File: src/rtl/cal_pkg.sv
package cal_pkg;
  localparam int DATA_W = 8;
  localparam int ADDR_W = 8;

  // register offsets: software decodes these, so they are fixed
  localparam logic [ADDR_W-1:0] RA_CTRL   = 8'h14;
  localparam logic [ADDR_W-1:0] RA_SEC    = 8'h15;
  localparam logic [ADDR_W-1:0] RA_MIN    = 8'h16;
  localparam logic [ADDR_W-1:0] RA_HOUR   = 8'h17;
  localparam logic [ADDR_W-1:0] RA_DAYLO  = 8'h18;
  localparam logic [ADDR_W-1:0] RA_DAYHI  = 8'h19;
  localparam logic [ADDR_W-1:0] RA_AMIN   = 8'h1A;
  localparam logic [ADDR_W-1:0] RA_AHOUR  = 8'h1B;
  localparam logic [ADDR_W-1:0] RA_ADAYLO = 8'h1C;
  localparam logic [ADDR_W-1:0] RA_ADAYHI = 8'h1D;

  // control byte bit positions
  localparam int CB_BUSY = 7;
  localparam int CB_DAEN = 5;
  localparam int CB_HAEN = 4;
  localparam int CB_MAEN = 3;
  localparam int CB_FLAG = 2;
  localparam int CB_AIEN = 1;
  localparam int CB_EN   = 0;

  // last value of each BCD field before it wraps
  localparam logic [DATA_W-1:0] SEC_LAST  = 8'h59;
  localparam logic [DATA_W-1:0] MIN_LAST  = 8'h59;
  localparam logic [DATA_W-1:0] HOUR_LAST = 8'h23;
endpackage

File: src/rtl/cal_bcd_field.sv
module cal_bcd_field #(
  parameter int           W    = 8,
  parameter logic [W-1:0] LAST = '0
) (
  input  logic         clk,
  input  logic         rst_n,
  input  logic         inc_i,
  input  logic         ld_i,
  input  logic [W-1:0] ld_d_i,
  output logic [W-1:0] q_o,
  output logic [W-1:0] next_o,
  output logic         carry_o
);
  localparam int HW = W / 2;

  logic [W-1:0] q;
  logic [W-1:0] stepped;
  logic         at_last;

  // out-of-range loads recover by wrapping on the next step
  assign at_last = (q >= LAST);

  always_comb begin
    if (at_last)
      stepped = '0;
    else if (q[HW-1:0] == HW'(9))
      stepped = {q[W-1:HW] + (W-HW)'(1), HW'(0)};
    else
      stepped = q + W'(1);
  end

  always_ff @(posedge clk or negedge rst_n) begin
    if (!rst_n)     q <= '0;
    else if (ld_i)  q <= ld_d_i;
    else if (inc_i) q <= stepped;
  end

  assign q_o     = q;
  assign next_o  = inc_i ? stepped : q;
  assign carry_o = inc_i & at_last;
endmodule

File: src/rtl/cal_day_count.sv
module cal_day_count #(
  parameter int DAY_W  = 15,
  parameter int BYTE_W = 8
) (
  input  logic              clk,
  input  logic              rst_n,
  input  logic              inc_i,
  input  logic              ld_lo_i,
  input  logic              ld_hi_i,
  input  logic [BYTE_W-1:0] ld_d_i,
  output logic [DAY_W-1:0]  q_o,
  output logic [DAY_W-1:0]  next_o
);
  localparam int HI_W = DAY_W - BYTE_W;

  logic [DAY_W-1:0] q;

  always_ff @(posedge clk or negedge rst_n) begin
    if (!rst_n) begin
      q <= '0;
    end else if (inc_i) begin
      q <= q + DAY_W'(1);
    end else begin
      if (ld_lo_i) q[BYTE_W-1:0]     <= ld_d_i;
      if (ld_hi_i) q[DAY_W-1:BYTE_W] <= ld_d_i[HI_W-1:0];
    end
  end

  assign q_o    = q;
  assign next_o = inc_i ? q + DAY_W'(1) : q;
endmodule

File: src/rtl/cal_alarm_cmp.sv
module cal_alarm_cmp #(
  parameter int BYTE_W = 8,
  parameter int DAY_W  = 15
) (
  input  logic [BYTE_W-1:0] min_i,
  input  logic [BYTE_W-1:0] hour_i,
  input  logic [DAY_W-1:0]  day_i,
  input  logic [BYTE_W-1:0] al_min_i,
  input  logic [BYTE_W-1:0] al_hour_i,
  input  logic [DAY_W-1:0]  al_day_i,
  input  logic [2:0]        en_i,     // {day, hour, minute}
  output logic              hit_o
);
  logic [2:0] eq;

  assign eq[0] = (min_i  == al_min_i);
  assign eq[1] = (hour_i == al_hour_i);
  assign eq[2] = (day_i  == al_day_i);

  // at least one field armed, and every armed field equal
  assign hit_o = (|en_i) & (&(eq | ~en_i));
endmodule

File: src/rtl/bcd_calendar.sv
module bcd_calendar
  import cal_pkg::*;
#(
  parameter int DAY_W = 15
) (
  input  logic              clk,
  input  logic              rst_n,
  input  logic              tick_i,
  input  logic              wr_en_i,
  input  logic              rd_en_i,
  input  logic [ADDR_W-1:0] addr_i,
  input  logic [DATA_W-1:0] wdata_i,
  output logic [DATA_W-1:0] rdata_o,
  output logic              busy_o,
  output logic              irq_o
);
  localparam int HI_W  = DAY_W - DATA_W;
  localparam int PAD_W = DATA_W - HI_W;

  // update strobe: one cycle after an enabled tick
  logic upd_q;

  // control state
  logic ctl_en, ctl_aien, ctl_maen, ctl_haen, ctl_daen, alm_flag;

  // one-entry write hold for writes that land on a busy cycle
  logic              hold_v;
  logic [ADDR_W-1:0] hold_a;
  logic [DATA_W-1:0] hold_d;

  logic              wr_go;
  logic [ADDR_W-1:0] wa;
  logic [DATA_W-1:0] wd;

  assign busy_o = upd_q;
  assign wr_go  = !upd_q && (hold_v || wr_en_i);
  assign wa     = hold_v ? hold_a : addr_i;
  assign wd     = hold_v ? hold_d : wdata_i;

  always_ff @(posedge clk or negedge rst_n) begin
    if (!rst_n) upd_q <= 1'b0;
    else        upd_q <= tick_i & ctl_en;
  end

  always_ff @(posedge clk or negedge rst_n) begin
    if (!rst_n) begin
      hold_v <= 1'b0;
      hold_a <= '0;
      hold_d <= '0;
    end else if (upd_q) begin
      if (wr_en_i) begin
        hold_v <= 1'b1;
        hold_a <= addr_i;
        hold_d <= wdata_i;
      end
    end else if (hold_v) begin
      // the held write drains this cycle; a new one takes its slot
      hold_v <= wr_en_i;
      if (wr_en_i) begin
        hold_a <= addr_i;
        hold_d <= wdata_i;
      end
    end
  end

  // write decode
  logic w_ctrl, w_sec, w_min, w_hour, w_dlo, w_dhi;
  logic w_amin, w_ahour, w_adlo, w_adhi;

  assign w_ctrl  = wr_go && (wa == RA_CTRL);
  assign w_sec   = wr_go && (wa == RA_SEC);
  assign w_min   = wr_go && (wa == RA_MIN);
  assign w_hour  = wr_go && (wa == RA_HOUR);
  assign w_dlo   = wr_go && (wa == RA_DAYLO);
  assign w_dhi   = wr_go && (wa == RA_DAYHI);
  assign w_amin  = wr_go && (wa == RA_AMIN);
  assign w_ahour = wr_go && (wa == RA_AHOUR);
  assign w_adlo  = wr_go && (wa == RA_ADAYLO);
  assign w_adhi  = wr_go && (wa == RA_ADAYHI);

  // counter chain
  logic [DATA_W-1:0] sec_q, min_q, hour_q;
  logic [DATA_W-1:0] sec_nx, min_nx, hour_nx;
  logic              sec_c, min_c, hour_c;
  logic [DAY_W-1:0]  day_q, day_nx;

  cal_bcd_field #(.W(DATA_W), .LAST(SEC_LAST)) u_sec (
    .clk(clk), .rst_n(rst_n), .inc_i(upd_q), .ld_i(w_sec), .ld_d_i(wd),
    .q_o(sec_q), .next_o(sec_nx), .carry_o(sec_c)
  );

  cal_bcd_field #(.W(DATA_W), .LAST(MIN_LAST)) u_min (
    .clk(clk), .rst_n(rst_n), .inc_i(sec_c), .ld_i(w_min), .ld_d_i(wd),
    .q_o(min_q), .next_o(min_nx), .carry_o(min_c)
  );

  cal_bcd_field #(.W(DATA_W), .LAST(HOUR_LAST)) u_hour (
    .clk(clk), .rst_n(rst_n), .inc_i(min_c), .ld_i(w_hour), .ld_d_i(wd),
    .q_o(hour_q), .next_o(hour_nx), .carry_o(hour_c)
  );

  cal_day_count #(.DAY_W(DAY_W), .BYTE_W(DATA_W)) u_day (
    .clk(clk), .rst_n(rst_n), .inc_i(hour_c), .ld_lo_i(w_dlo), .ld_hi_i(w_dhi),
    .ld_d_i(wd), .q_o(day_q), .next_o(day_nx)
  );

  // alarm registers
  logic [DATA_W-1:0] al_min, al_hour;
  logic [DAY_W-1:0]  al_day;

  always_ff @(posedge clk or negedge rst_n) begin
    if (!rst_n) begin
      al_min  <= '0;
      al_hour <= '0;
      al_day  <= '0;
    end else begin
      if (w_amin)  al_min  <= wd;
      if (w_ahour) al_hour <= wd;
      if (w_adlo)  al_day[DATA_W-1:0]     <= wd;
      if (w_adhi)  al_day[DAY_W-1:DATA_W] <= wd[HI_W-1:0];
    end
  end

  // compare against the values the counters are about to take
  logic alm_hit, alm_set;

  cal_alarm_cmp #(.BYTE_W(DATA_W), .DAY_W(DAY_W)) u_cmp (
    .min_i(min_nx), .hour_i(hour_nx), .day_i(day_nx),
    .al_min_i(al_min), .al_hour_i(al_hour), .al_day_i(al_day),
    .en_i({ctl_daen, ctl_haen, ctl_maen}), .hit_o(alm_hit)
  );

  assign alm_set = sec_c & alm_hit;

  always_ff @(posedge clk or negedge rst_n) begin
    if (!rst_n) begin
      ctl_en   <= 1'b0;
      ctl_aien <= 1'b0;
      ctl_maen <= 1'b0;
      ctl_haen <= 1'b0;
      ctl_daen <= 1'b0;
      alm_flag <= 1'b0;
    end else begin
      if (w_ctrl) begin
        ctl_en   <= wd[CB_EN];
        ctl_aien <= wd[CB_AIEN];
        ctl_maen <= wd[CB_MAEN];
        ctl_haen <= wd[CB_HAEN];
        ctl_daen <= wd[CB_DAEN];
      end
      // set and clear never share a cycle: writes wait out the busy cycle
      if (alm_set)                     alm_flag <= 1'b1;
      else if (w_ctrl && wd[CB_FLAG])  alm_flag <= 1'b0;
    end
  end

  assign irq_o = alm_flag & ctl_aien;

  // read path
  logic [DATA_W-1:0] ctrl_rd, rd_mux;

  always_comb begin
    ctrl_rd          = '0;
    ctrl_rd[CB_BUSY] = upd_q;
    ctrl_rd[CB_DAEN] = ctl_daen;
    ctrl_rd[CB_HAEN] = ctl_haen;
    ctrl_rd[CB_MAEN] = ctl_maen;
    ctrl_rd[CB_FLAG] = alm_flag;
    ctrl_rd[CB_AIEN] = ctl_aien;
    ctrl_rd[CB_EN]   = ctl_en;
  end

  always_comb begin
    case (addr_i)
      RA_CTRL:   rd_mux = ctrl_rd;
      RA_SEC:    rd_mux = sec_q;
      RA_MIN:    rd_mux = min_q;
      RA_HOUR:   rd_mux = hour_q;
      RA_DAYLO:  rd_mux = day_q[DATA_W-1:0];
      RA_DAYHI:  rd_mux = {{PAD_W{1'b0}}, day_q[DAY_W-1:DATA_W]};
      RA_AMIN:   rd_mux = al_min;
      RA_AHOUR:  rd_mux = al_hour;
      RA_ADAYLO: rd_mux = al_day[DATA_W-1:0];
      RA_ADAYHI: rd_mux = {{PAD_W{1'b0}}, al_day[DAY_W-1:DATA_W]};
      default:   rd_mux = '0;
    endcase
  end

  always_ff @(posedge clk or negedge rst_n) begin
    if (!rst_n)        rdata_o <= '0;
    else if (rd_en_i)  rdata_o <= rd_mux;
  end
endmodule

File: config.mk
export PLATFORM = sky130hd
export DESIGN_NAME = bcd_calendar
export DESIGN_NICKNAME = d
export VERILOG_FILES = /design/src/rtl/cal_pkg.sv /design/src/rtl/cal_bcd_field.sv /design/src/rtl/cal_day_count.sv /design/src/rtl/cal_alarm_cmp.sv /design/src/rtl/bcd_calendar.sv
export SDC_FILE = /design/constraint.sdc
export NUM_CORES = 1
export LEC_CHECK = 0
export ABC_AREA = 0
export BUFFER_PORTS_ARGS = -buffer_cell sky130_fd_sc_hd__buf_4
export CAP_MARGIN = 10
export CORE_MARGIN = 1
export CORE_UTILIZATION = 45
export DETAILED_ROUTE_END_ITERATION = 16
export PLACE_DENSITY = 0.75
export SLEW_MARGIN = 5
export SYNTH_ARGS = -nofsm -noshare
export SYNTH_HDL_FRONTEND = slang
export SYNTH_SLANG_ARGS = --single-unit
File: constraint.sdc
create_clock -name clk -period 2.33 [get_ports clk]
set_input_delay 0.233 -clock clk [delete_from_list [all_inputs] [get_ports clk]]
set_output_delay 0.233 -clock clk [all_outputs]
set_load 0.005 [all_outputs]
==> out/metrics.csv <==
metric;value;unit
finalCriticalPeriod;2.41;ns
antenna_found_initial;0;
port_buffers;30;
setup_viol;1;
finalWorstSetupSlack;-0.0782;ns
io_pins;31;
synth.cell_area;6500;um2
path_buf_inv;1;
yosysTopAreaCell;dfrtp_1;
relSlewSlack;30.0;%
post-route-util;60.7;%
min_path_type;input port to register;
grt_pass1_vias;6154;
finalHoldViolations;0;
synth_cell_types;74;
routed_wl;21900;um
async_reset_ff_share;100;%
ant_nets;0;
drv_cap;0;
gr-total-overflow;0;
arrival;2.69;ns
final_layout_size_suffix_gt1_share;30.9;%
grt_max_degree;44;
n_antenna_cell;0;
post-route-period-util;103;%
max_slew.worst_pin.slew;1.05;ns
cts_root_buf;clkbuf_16;
worstSetupPathType;register to register;
ys_seq_area_share;39.3;%
synthCells;729;
dieArea;14900;um2
tns;-0.0782;ns
yosys_most_used_dff;dfrtp_1;
area_growth;30.6;%
dp_hpwl;15700;um
rsz0062_at_grt;true;
cp_slowest_cell;or3_4;
fmax;0.415;GHz
p_per_area;880;nW/um2
instances_no_fill;1048;
postSynthRegisterBits;102;
cts-buffers-inserted;9;
initial_core_util;46.4;%
cts.path.max_buffers;2;
nFillCells;1171;
clkTransAtPathRegs;0.07;ns
dpl.cell_count;1018;
avgSynthCellArea;8.91;um2
grt_use_total;30.2;%
gp_congestion;0.991;
initialDrtViolationCount;771;
fin_skew;0.0121;ns
tritoncts;done;
cp-end-kind;register;
yosysWarnings;0;
synth_edf_count;0;
vias_per_cell;6.33;
num_vias;6639;
h-tree-depth;3;
report.final.slew_viol_count;0;
crit_path_start_kind;register;
ir_drop;435;uV
cp_data_required_time;2.61;ns
grt_pass1_wl;33700;um
nNetsFinal;895;
clock_latency;0.36;ns
status;complete, but fails checks;
fp.dieH;122;um
cp_max_fo;6;
yosys.area.top_type_share;39.3;%
synth_nets;759;
max_stage_delay;0.43;ns
p_leak;3.55;nW
clock_sinks;102;
crit_family;simple AND/OR/NAND/NOR gates;
crit_chain;or3_4 > a22oi_4 > buf_6 > nor2_4 > a22oi_1 > xnor2_1 > nor4_2 > a31oi_2 > nor3_2;
core;14000;um2
synthTopCellsByArea;dfrtp_1 39%, a21oi_1 4.1%, nand2_1 3.9%, o21ai_0 3.7%, xnor2_1 3.6%;
routedWlPerCell;20.9;um
drt-pass1-iter-count;5;
report.power.total;7.47;mW
violations;setup timing;
num_rows;43;
die_w;122;um
drc;0;
## metal layers
layer / global-route usage [%] / routed length [um]
met1: 41.3 / 9040
met2: 46.4 / 10100
met3: 5.29 / 1890
met4: 14.1 / 869
met5: 0 / 0
## stage by stage
step,instance area [um2],worst slack [ns],hold WS [ns]
global route,8480,-0.157,0.107
floorplan,6520,0.00433,-0.0626
CTS,8150,-0.0307,0.0979
finish,8480,-0.0782,0.103
detailed placement,7720,-0.187,0.276
global placement,7720,-0.133,0.273
## repair_timing
item,CTS,global route
gates resized for setup,22,48
buffers inserted,5,10
gates cloned,0,1
hold buffers,1,0
hold endpoints to repair,39,0
pin swaps,13,22
endpoints found under the setup margin,7,5
## synthesized netlist by cell type, types with 3 or more instances
cell	number
a211oi_1	7
a21o_1	3
a21oi_1	53
a221oi_1	14
a22o_1	6
a22oi_1	10
a31oi_1	12
a32o_1	4
a32oi_1	12
and2_1	11
and3_1	11
buf_1	3
buf_2	18
clkbuf_1	22
dfrtp_1	102
ha_1	9
inv_1	26
mux2_2	20
mux2i_1	21
nand2_1	67
nand2b_1	7
nand3_1	23
nand3_2	3
nand4_1	5
nor2_1	57
nor3_1	19
nor3_2	3
nor4_1	7
o2111ai_1	3
o211ai_1	4
o21a_1	7
o21ai_0	48
o221ai_1	4
o22ai_1	9
o31ai_1	8
o32ai_1	5
or2_2	3
xnor2_1	27
xor2_1	8
## final timing paths
path                                end    startpoint  slack [ns]  cells past startpoint
min                              busy_o        tick_i        0.10                      2
max reg2reg                    alm_flag  u_sec.q_o[1]       -0.08                      9
min in group asynchronous    rdata_o[0]         rst_n        0.42                      2
min reg2reg                   hold_d[0]     hold_d[0]        0.51                      1
max                            alm_flag  u_sec.q_o[1]       -0.08                      9
max in group asynchronous  u_day.q_o[9]         rst_n        1.21                      3
## worst reg2reg max path: stages (launching register included)
cell     delay [ns]
dfrtp_1        0.39
or3_4          0.43
a22oi_4        0.27
buf_6          0.19
nor2_4         0.05
a22oi_1        0.29
xnor2_1        0.13
nor4_2         0.28
a31oi_2        0.15
nor3_2         0.16
## logic make-up (layout without fill, tap and decap cells)
group | count (synthesis) | count (layout) | synth area share, %
AOI/OAI and AO/OA | 227 | 227 | 23.6
muxes | 41 | 41 | 6.70
DFF | 102 | 102 | 39.3
adders and majority gates | 11 | 11 | 2.04
xor gates and xnor gates | 35 | 35 | 4.72
and+or+nand+nor | 238 | 238 | 18.7
buffers and inverters | 75 | 214 | 5.01
## flip-flops by register name, indices dropped and copies added, names as in the netlist
name        cells
al_day         15
al_hour         8
al_min          8
alm_flag        1
busy_o          1
ctl_aien        1
ctl_daen        1
ctl_en          1
ctl_haen        1
ctl_maen        1
hold_a          8
hold_d          8
hold_v          1
rdata_o         8
u_day.q_o      15
u_hour.q_o      8
u_min.q_o       8
u_sec.q_o       8
## area by class of cell
cell class / instances / area (um2) / share of cell area [%]
Inverter: 27 / 101 / 1.19
Timing Repair Buffer: 173 / 1360 / 16.0
Clock buffer: 11 / 243 / 2.86
Tap cell: 180 / 225 / 2.65
Multi-Input combinational cell: 552 / 3960 / 46.7
Clock inverter: 3 / 46.3 / 0.546
Sequential cell: 102 / 2550 / 30.1
## cell usage in the layout, fill, tap and decap left out, types with 5 or more instances in the layout
master     count
buf_4        163
dfrtp_1      102
nand2_1       63
nor2_1        54
a21oi_1       52
o21ai_0       43
xnor2_1       26
inv_1         24
nand3_1       22
mux2i_1       21
mux2_2        20
nor3_1        15
a221oi_1      12
and3_1        11
a32oi_1       10
and2_1        10
a31oi_1       10
o22ai_1        9
clkbuf_16      9
xor2_1         8
o21ai_1        7
a22oi_1        7
o21a_1         6
nand2b_1       6
o31ai_1        6
a211oi_1       6
a22o_1         6
nand4_1        5
buf_6          5
## where the power goes
group | switching, mW | leakage, nW | internal [mW]
sequential | 0.416 | 1.32 | 2.15
clock | 0.675 | 0.138 | 0.854
combinational | 1.81 | 2.09 | 1.57
(Power assumes the default switching activity.)
